## config.mk

```make
export PLATFORM = sky130hd
export DESIGN_NAME = ow_slot_master
export DESIGN_NICKNAME = d
export VERILOG_FILES = /design/src/rtl/ow_pkg.sv /design/src/rtl/ow_tick_gen.sv /design/src/rtl/ow_line_sync.sv /design/src/rtl/ow_slot_fsm.sv /design/src/rtl/ow_slot_master.sv
export SDC_FILE = /design/constraint.sdc
export NUM_CORES = 1
export LEC_CHECK = 0
export BUFFER_PORTS_ARGS = -buffer_cell sky130_fd_sc_hd__buf_4
export CORE_MARGIN = 10
export CORE_UTILIZATION = 60
export CTS_CLUSTER_SIZE = 20
export DETAILED_ROUTE_END_ITERATION = 6
export PLACE_DENSITY_LB_ADDON = 0.08
export SETUP_SLACK_MARGIN = 0.4
export SKIP_CTS_REPAIR_TIMING = 1
export SYNTH_ARGS = -nofsm -noshare
export SYNTH_HDL_FRONTEND = slang
export SYNTH_HIERARCHICAL = 1
export SYNTH_SLANG_ARGS = --single-unit
```

## constraint.sdc

```tcl
create_clock -name clk -period 8.65 [get_ports clk]
set_input_delay 0.4325 -clock clk [delete_from_list [all_inputs] [get_ports clk]]
set_output_delay 0.4325 -clock clk [all_outputs]
set_load 0.03 [all_outputs]
```

## src/rtl/ow_pkg.sv

```systemverilog
package ow_pkg;

    typedef enum logic [1:0] {
        CMD_WR0 = 2'd0,
        CMD_WR1 = 2'd1,
        CMD_RD  = 2'd2,
        CMD_RST = 2'd3
    } ow_cmd_e;

    localparam logic [1:0] RES_LO    = 2'd0;
    localparam logic [1:0] RES_HI    = 2'd1;
    localparam logic [1:0] RES_FAULT = 2'd2;

    typedef enum logic [2:0] {
        ST_IDLE,
        ST_LOW,
        ST_REL,
        ST_WATCH,
        ST_TAIL,
        ST_PRES,
        ST_RECOV
    } ow_state_e;

endpackage

```

## src/rtl/ow_tick_gen.sv

```systemverilog
module ow_tick_gen #(
    parameter int CLK_HZ  = 50_000_000,
    parameter int TICK_HZ = 1_000_000
) (
    input  logic clk,
    input  logic rst_n,
    input  logic clr_i,
    output logic tick_o
);
    localparam int DIV = (CLK_HZ / TICK_HZ) > 0 ? (CLK_HZ / TICK_HZ) : 1;
    localparam int CW  = DIV > 1 ? $clog2(DIV) : 1;
    localparam logic [CW-1:0] LAST = CW'(DIV - 1);

    logic [CW-1:0] cnt_d, cnt_q;

    assign tick_o = (cnt_q == LAST);

    always_comb begin
        cnt_d = cnt_q + 1'b1;
        if (clr_i || tick_o) begin
            cnt_d = '0;
        end
    end

    always_ff @(posedge clk or negedge rst_n) begin
        if (!rst_n) begin
            cnt_q <= '0;
        end else begin
            cnt_q <= cnt_d;
        end
    end

    generate
        if (DIV > 1) begin : g_spacing
            // ticks never come on two cycles in a row when dividing
            a_r2_tick_spacing: assert property (@(posedge clk) disable iff (!rst_n)
                tick_o |=> !tick_o);
        end
    endgenerate

endmodule

```

## src/rtl/ow_line_sync.sv

```systemverilog
module ow_line_sync #(
    parameter int STAGES = 2
) (
    input  logic clk,
    input  logic rst_n,
    input  logic line_i,
    output logic line_o
);
    logic [STAGES-1:0] sh_d, sh_q;

    always_comb begin
        sh_d = {sh_q[STAGES-2:0], line_i};
    end

    always_ff @(posedge clk or negedge rst_n) begin
        if (!rst_n) begin
            sh_q <= '1;
        end else begin
            sh_q <= sh_d;
        end
    end

    assign line_o = sh_q[STAGES-1];

endmodule

```

## src/rtl/ow_slot_fsm.sv

```systemverilog
module ow_slot_fsm
    import ow_pkg::*;
#(
    parameter int TW = 10
) (
    input  logic          clk,
    input  logic          rst_n,
    input  logic          tick_i,
    input  logic          line_s_i,
    input  logic          start_i,
    input  logic [1:0]    cmd_i,
    input  logic [TW-1:0] t_w1_low_i,
    input  logic [TW-1:0] t_w0_low_i,
    input  logic [TW-1:0] t_rd_low_i,
    input  logic [TW-1:0] t_rd_valid_i,
    input  logic [TW-1:0] t_slot_i,
    input  logic [TW-1:0] t_recov_i,
    input  logic [TW-1:0] t_rst_low_i,
    input  logic [TW-1:0] t_pres_wait_i,
    input  logic [TW-1:0] t_pres_len_i,
    input  logic [TW-1:0] t_rst_high_i,
    output logic          tick_clr_o,
    output logic          line_oe_o,
    output logic          busy_o,
    output logic          done_o,
    output logic [1:0]    result_o
);
    localparam int EW = TW + 2;

    typedef struct packed {
        ow_state_e     state;
        ow_cmd_e       cmd;
        logic [EW-1:0] elapsed;
        logic          oe;
        logic          done;
        logic          bitv;
        logic [1:0]    result;
    } fsm_t;

    fsm_t d, q;

    logic [EW-1:0] el_nx;
    logic [EW-1:0] low_tgt;
    logic [EW-1:0] slot_end;
    logic [EW-1:0] watch_end;
    logic [EW-1:0] pres_pt;
    logic [EW-1:0] rst_end;
    logic          accept;

    function automatic logic [EW-1:0] ext(input logic [TW-1:0] v);
        return {{(EW-TW){1'b0}}, v};
    endfunction

    always_comb begin
        el_nx     = q.elapsed + {{(EW-1){1'b0}}, tick_i};
        slot_end  = ext(t_slot_i) + ext(t_recov_i);
        watch_end = ext(t_rd_valid_i) + EW'(2);
        pres_pt   = ext(t_rst_low_i) + ext(t_pres_wait_i) + ext(t_pres_len_i >> 1);
        rst_end   = ext(t_rst_low_i) + ext(t_rst_high_i);
        unique case (q.cmd)
            CMD_WR1: low_tgt = ext(t_w1_low_i);
            CMD_WR0: low_tgt = ext(t_w0_low_i);
            CMD_RD:  low_tgt = ext(t_rd_low_i);
            default: low_tgt = ext(t_rst_low_i);
        endcase
    end

    assign accept     = (q.state == ST_IDLE) && start_i;
    assign tick_clr_o = accept;

    always_comb begin
        d      = q;
        d.done = 1'b0;
        unique case (q.state)
            ST_IDLE: begin
                if (start_i) begin
                    d.cmd     = ow_cmd_e'(cmd_i);
                    d.elapsed = '0;
                    d.result  = RES_LO;
                    d.bitv    = 1'b0;
                    if ((ow_cmd_e'(cmd_i) == CMD_RST) && !line_s_i) begin
                        d.done   = 1'b1;
                        d.result = RES_FAULT;
                    end else begin
                        d.state = ST_LOW;
                        d.oe    = 1'b1;
                    end
                end
            end
            ST_LOW: begin
                d.elapsed = el_nx;
                if (el_nx >= low_tgt) begin
                    d.oe = 1'b0;
                    unique case (q.cmd)
                        CMD_RD:  d.state = ST_WATCH;
                        CMD_RST: d.state = ST_PRES;
                        default: d.state = ST_REL;
                    endcase
                end
            end
            ST_REL: begin
                d.elapsed = el_nx;
                if (el_nx >= slot_end) begin
                    d.done   = 1'b1;
                    d.result = RES_LO;
                    d.state  = ST_IDLE;
                end
            end
            ST_WATCH: begin
                d.elapsed = el_nx;
                if (line_s_i) begin
                    d.bitv  = (q.elapsed < ext(t_rd_valid_i));
                    d.state = ST_TAIL;
                end else if (el_nx >= watch_end) begin
                    d.bitv  = 1'b0;
                    d.state = ST_TAIL;
                end
            end
            ST_TAIL: begin
                d.elapsed = el_nx;
                if (el_nx >= slot_end) begin
                    d.done   = 1'b1;
                    d.result = {1'b0, q.bitv};
                    d.state  = ST_IDLE;
                end
            end
            ST_PRES: begin
                d.elapsed = el_nx;
                if (el_nx >= pres_pt) begin
                    d.result = line_s_i ? RES_LO : RES_HI;
                    d.state  = ST_RECOV;
                end
            end
            ST_RECOV: begin
                d.elapsed = el_nx;
                if (el_nx >= rst_end) begin
                    d.done  = 1'b1;
                    d.state = ST_IDLE;
                    if (!line_s_i) begin
                        d.result = RES_FAULT;
                    end
                end
            end
            default: begin
                d.state = ST_IDLE;
                d.oe    = 1'b0;
            end
        endcase
    end

    always_ff @(posedge clk or negedge rst_n) begin
        if (!rst_n) begin
            q <= '{state: ST_IDLE, cmd: CMD_WR0, elapsed: '0, oe: 1'b0,
                   done: 1'b0, bitv: 1'b0, result: RES_LO};
        end else begin
            q <= d;
        end
    end

    assign line_oe_o = q.oe;
    assign busy_o    = (q.state != ST_IDLE);
    assign done_o    = q.done;
    assign result_o  = q.result;

    // the bus is pulled low only while a command runs
    a_r1_drive_only_busy: assert property (@(posedge clk) disable iff (!rst_n)
        line_oe_o |-> busy_o);

    // done lasts a single cycle
    a_r10_done_single: assert property (@(posedge clk) disable iff (!rst_n)
        done_o |=> !done_o);

    // a reset onto a low line reports a fault without driving
    a_r6_prefault_no_drive: assert property (@(posedge clk) disable iff (!rst_n)
        (!busy_o && start_i && (cmd_i == 2'd3) && !line_s_i)
        |=> (done_o && (result_o == RES_FAULT) && !line_oe_o && !busy_o));

    // a start while busy leaves the latched command alone
    a_r9_ignore_busy: assert property (@(posedge clk) disable iff (!rst_n)
        (busy_o && start_i) |=> $stable(q.cmd));

    // the read watch never outlasts its bound
    a_r5_watch_bound: assert property (@(posedge clk) disable iff (!rst_n)
        ((q.state == ST_WATCH) && (ext(t_rd_low_i) <= watch_end))
        |-> (q.elapsed <= watch_end));

endmodule

```

## src/rtl/ow_slot_master.sv

```systemverilog
module ow_slot_master #(
    parameter int CLK_HZ = 50_000_000,
    parameter int TW     = 10
) (
    input  logic          clk,
    input  logic          rst_n,
    input  logic          start_i,
    input  logic [1:0]    cmd_i,
    input  logic [TW-1:0] t_w1_low_i,
    input  logic [TW-1:0] t_w0_low_i,
    input  logic [TW-1:0] t_rd_low_i,
    input  logic [TW-1:0] t_rd_valid_i,
    input  logic [TW-1:0] t_slot_i,
    input  logic [TW-1:0] t_recov_i,
    input  logic [TW-1:0] t_rst_low_i,
    input  logic [TW-1:0] t_pres_wait_i,
    input  logic [TW-1:0] t_pres_len_i,
    input  logic [TW-1:0] t_rst_high_i,
    input  logic          line_i,
    output logic          line_oe_o,
    output logic          busy_o,
    output logic          done_o,
    output logic [1:0]    result_o
);
    logic tick;
    logic tick_clr;
    logic line_s;

    ow_tick_gen #(
        .CLK_HZ  (CLK_HZ),
        .TICK_HZ (1_000_000)
    ) u_tick (
        .clk    (clk),
        .rst_n  (rst_n),
        .clr_i  (tick_clr),
        .tick_o (tick)
    );

    ow_line_sync #(
        .STAGES (2)
    ) u_sync (
        .clk    (clk),
        .rst_n  (rst_n),
        .line_i (line_i),
        .line_o (line_s)
    );

    ow_slot_fsm #(
        .TW (TW)
    ) u_fsm (
        .clk           (clk),
        .rst_n         (rst_n),
        .tick_i        (tick),
        .line_s_i      (line_s),
        .start_i       (start_i),
        .cmd_i         (cmd_i),
        .t_w1_low_i    (t_w1_low_i),
        .t_w0_low_i    (t_w0_low_i),
        .t_rd_low_i    (t_rd_low_i),
        .t_rd_valid_i  (t_rd_valid_i),
        .t_slot_i      (t_slot_i),
        .t_recov_i     (t_recov_i),
        .t_rst_low_i   (t_rst_low_i),
        .t_pres_wait_i (t_pres_wait_i),
        .t_pres_len_i  (t_pres_len_i),
        .t_rst_high_i  (t_rst_high_i),
        .tick_clr_o    (tick_clr),
        .line_oe_o     (line_oe_o),
        .busy_o        (busy_o),
        .done_o        (done_o),
        .result_o      (result_o)
    );

endmodule

```

==> run_results.csv <==
group,metric,value,unit
status,status,"completed",
timing,setup_violations,0,
cells_and_area,antennaDiodeCount,0,
setup_path,slowest_stage,"o41ai_1",
floorplan,die_h,109,um
setup_path,crit_type,"input pin to flip-flop",
floorplan,die_w,109,um
synthesis,synth-edff-count,0,
worst_hold_path,hold_class,"input pin to async pin",
setup_path,crit_family,"compound AO/OA/AOI/OAI gates",
timing,period_needed,4.76,ns
cells_and_area,area_delta_synth_final,20.6,%
cells_and_area,final_cell_mix,"109 x buf_4, 99 x ha_1, 54 x inv_1, 38 x a21oi_1, 37 x nand2_1",
timing,worst_pin_slew,0.874,ns
synthesis,synthesis.area,0.00473,mm2
timing,final_hold_viol_count,0,
synthesis,yosysUniqueCellTypes,63,
clocking,cts_root_buf,"clkbuf_8",
drt,drc_errors,0,
setup_path,crit_buf_inv,1,
timing,finalSetupTns,0,ns
placed_design,numPortBuffers,109,
synthesis,ys_seq_area_share,15.9,%
floorplan,die_area,0.0118,mm2
placed_design,gp_congestion,0.915,
clocking,clockBufferDepth,2,
timing,fin_crit_sh,55.0,%
drt,drt-initial-drc-count,240,
synthesis,synth_nets,748,
clocking,clk_latency,0.28,ns
placed_design,hpwl,10700,um
clocking,cts_sinks,30,
floorplan,ioPinCount,111,
global_routing,grt_pass1_vias,4535,
drt,vias_per_cell,5.87,
drt,first_pass_iters,5,
synthesis,ys_ff_latch,30,
setup_path,required,8.82,ns
floorplan,initial_utilization,61.6,%
synthesis,synth_cells,531,
global_routing,grt_pass1_wl,20700,um
timing,drv_slew,0,
clocking,cts_made_buffers,5,
setup_path,cp_max_fo,5,
synthesis,ys_warn_count,6,
drt,num_vias,4335,
synthesis,synth_area_per_cell,8.92,um2
power,peakVddDrop,0.0980,mV
global_routing,antenna_found_initial,0,
cells_and_area,final_area,0.00571,mm2
placed_design,placed_cell_area,0.00563,mm2
clocking,htree_levels,2,
setup_path,path_cells,"buf_4, fa_1, ha_1, a21o_1, a21oi_1, nor2b_1, o21a_1, o41ai_1, mux2i_1, nor2_1, ha_1, a21oi_1, nand2_1, a2111oi_0, o31ai_1, o32ai_4, or3_4, mux2_4",
cells_and_area,layout_commonest_cell,"buf_4",
global_routing,grt_max_degree,31,
global_routing,grt_use_total,20.9,%
floorplan,rows,32,
timing,slew_headroom,41.6,%
cells_and_area,nets,853,
drt,wl_per_cell,16.9,um
setup_path,cp_data_arrival_time,4.92,ns
power,powerDensity,156,mW/mm2
drt,wl,12500,um
clocking,path_clk_slew,0.07,ns
synthesis,synth-async-reset-ratio,100,%
floorplan,core,0.00769,mm2
timing,rsz0062_at_grt,"false",
power,power.leakage,2.96,nW
cells_and_area,post-route-util,74.3,%
run,maxCapViolations,0,
setup_path,worstSetupEndpointType,"flip-flop",
setup_path,max_stage_delay,0.60,ns
timing,max_freq,210,MHz
setup_path,critPathLaunchType,"input pin",
clocking,tritoncts,"built",
global_routing,grt-ovfl-total,0,
cells_and_area,final_layout_size_suffix_gt1_share,22.6,%
timing,clock_skew,0.00572,ns
drt,postRouteAntennaNets,0,
synthesis,synth-main-ff-cell,"dfrtp_1",
state kept, by name, summed over array words and instances, names as in the netlist:
signal,flops
u_fsm/result_o,2
u_tick/cnt_q,6
u_fsm/done_o,1
u_sync/sh_q,2
u_fsm/q,18
u_fsm/line_oe_o,1
metal layers:
metal  wire, um  GRT usage [%]  vias to the layer above
li1           -              -                     2152
met1       5300           25.4                     2029
met2       6240           36.9                      138
met3        763           4.42                       16
met4        167           5.18                        0
met5          0              0                        -
Yosys cell counts (2+ instances only):
| master | n | area share, % |
|---|---|---|
| and3_1 | 4 | 0.53 |
| xnor2_1 | 21 | 3.9 |
| mux2_4 | 2 | 0.63 |
| fa_1 | 12 | 5.1 |
| o211ai_1 | 3 | 0.48 |
| buf_1 | 2 | 0.16 |
| buf_4 | 3 | 0.48 |
| o21a_1 | 5 | 0.79 |
| a22o_1 | 8 | 1.5 |
| o41ai_1 | 3 | 0.56 |
| mux2i_1 | 2 | 0.42 |
| ha_1 | 99 | 26 |
| clkbuf_1 | 4 | 0.32 |
| buf_2 | 2 | 0.21 |
| nor3_1 | 10 | 1.1 |
| nand3_1 | 24 | 2.5 |
| nor2_1 | 27 | 2.1 |
| nor3b_1 | 3 | 0.48 |
| a211oi_1 | 5 | 0.79 |
| nand2_1 | 37 | 2.9 |
| o21ai_0 | 30 | 3.2 |
| a2111oi_0 | 7 | 1.3 |
| or2_2 | 3 | 0.40 |
| nand2b_1 | 3 | 0.40 |
| dfrtp_1 | 28 | 15 |
| nand4_1 | 4 | 0.53 |
| o22ai_1 | 2 | 0.26 |
| mux4_2 | 10 | 4.8 |
| a21o_1 | 12 | 1.9 |
| dfstp_2 | 2 | 1.1 |
| a21oi_1 | 38 | 4.0 |
| nor4_1 | 3 | 0.40 |
| xor2_1 | 21 | 3.9 |
| o21bai_1 | 3 | 0.48 |
| or3_1 | 3 | 0.40 |
| inv_1 | 54 | 4.3 |
| nor2b_1 | 4 | 0.53 |
| a31oi_1 | 2 | 0.26 |
| o31ai_1 | 2 | 0.32 |
path summary, 6_finish.rpt:
path / from / endpoint / slack (ns) / depth (start not counted)
min reg2reg: u_sync/sh_q[0]$_DFF_PN1_ / u_sync/sh_q[1]$_DFF_PN1_ / 0.36 / 0
max in group asynchronous: rst_n / u_sync/sh_q[0]$_DFF_PN1_ / 8.26 / 1
max: t_rst_low_i[2] / u_fsm/result_o[1]$_DFFE_PN0P_ / 3.89 / 18
max reg2reg: u_tick/cnt_q[1]$_DFF_PN0_ / u_fsm/result_o[1]$_DFFE_PN0P_ / 4.14 / 17
min in group clk: line_i / u_sync/sh_q[0]$_DFF_PN1_ / 0.26 / 1
min: rst_n / u_fsm/q[2]$_DFFE_PN0P_ / 0.07 / 1
stage by stage:
stage               cells  hold slack [ns]  worst slack [ns]  power [W]
floorplan             531            0.137              4.29   0.000624
finish                739           0.0726              3.89   0.000889
global route          739           0.0946              3.70   0.000974
global placement      731            0.348              3.66   0.000759
CTS                   739           0.0816              3.92   0.000890
detailed placement    731            0.352              3.62   0.000779
final cells by class:
type,instances,area (um2)
inverters,54,203
multi-input cells,436,3720
fillers,583,1980
repair buffers,109,818
clock inverters,2,10.0
flip-flops and latches,30,753
well taps,102,128
clock buffers,6,72.6
power by group:
group / switching [W] / leakage (nW) / internal [W]
Combinational: 0.000292 / 2.51 / 0.000257
Sequential: 0.0000616 / 0.397 / 0.000170
Clock: 0.0000526 / 0.0450 / 0.0000556
Total: 0.000407 / 2.96 / 0.000483
cell families (layout without fill, tap and decap cells):
group | Yosys count | count (layout) | synth area share [%]
AOI/OAI and AO/OA | 134 | 134 | 19.3
xor gates and xnor gates | 42 | 42 | 7.77
adders and majority gates | 111 | 111 | 31.2
buffers and inverters | 65 | 171 | 5.44
DFF | 30 | 30 | 15.9
muxes | 14 | 14 | 5.81
and+or+nand+nor | 135 | 135 | 14.5
Power figures use the tool's default switching activity.
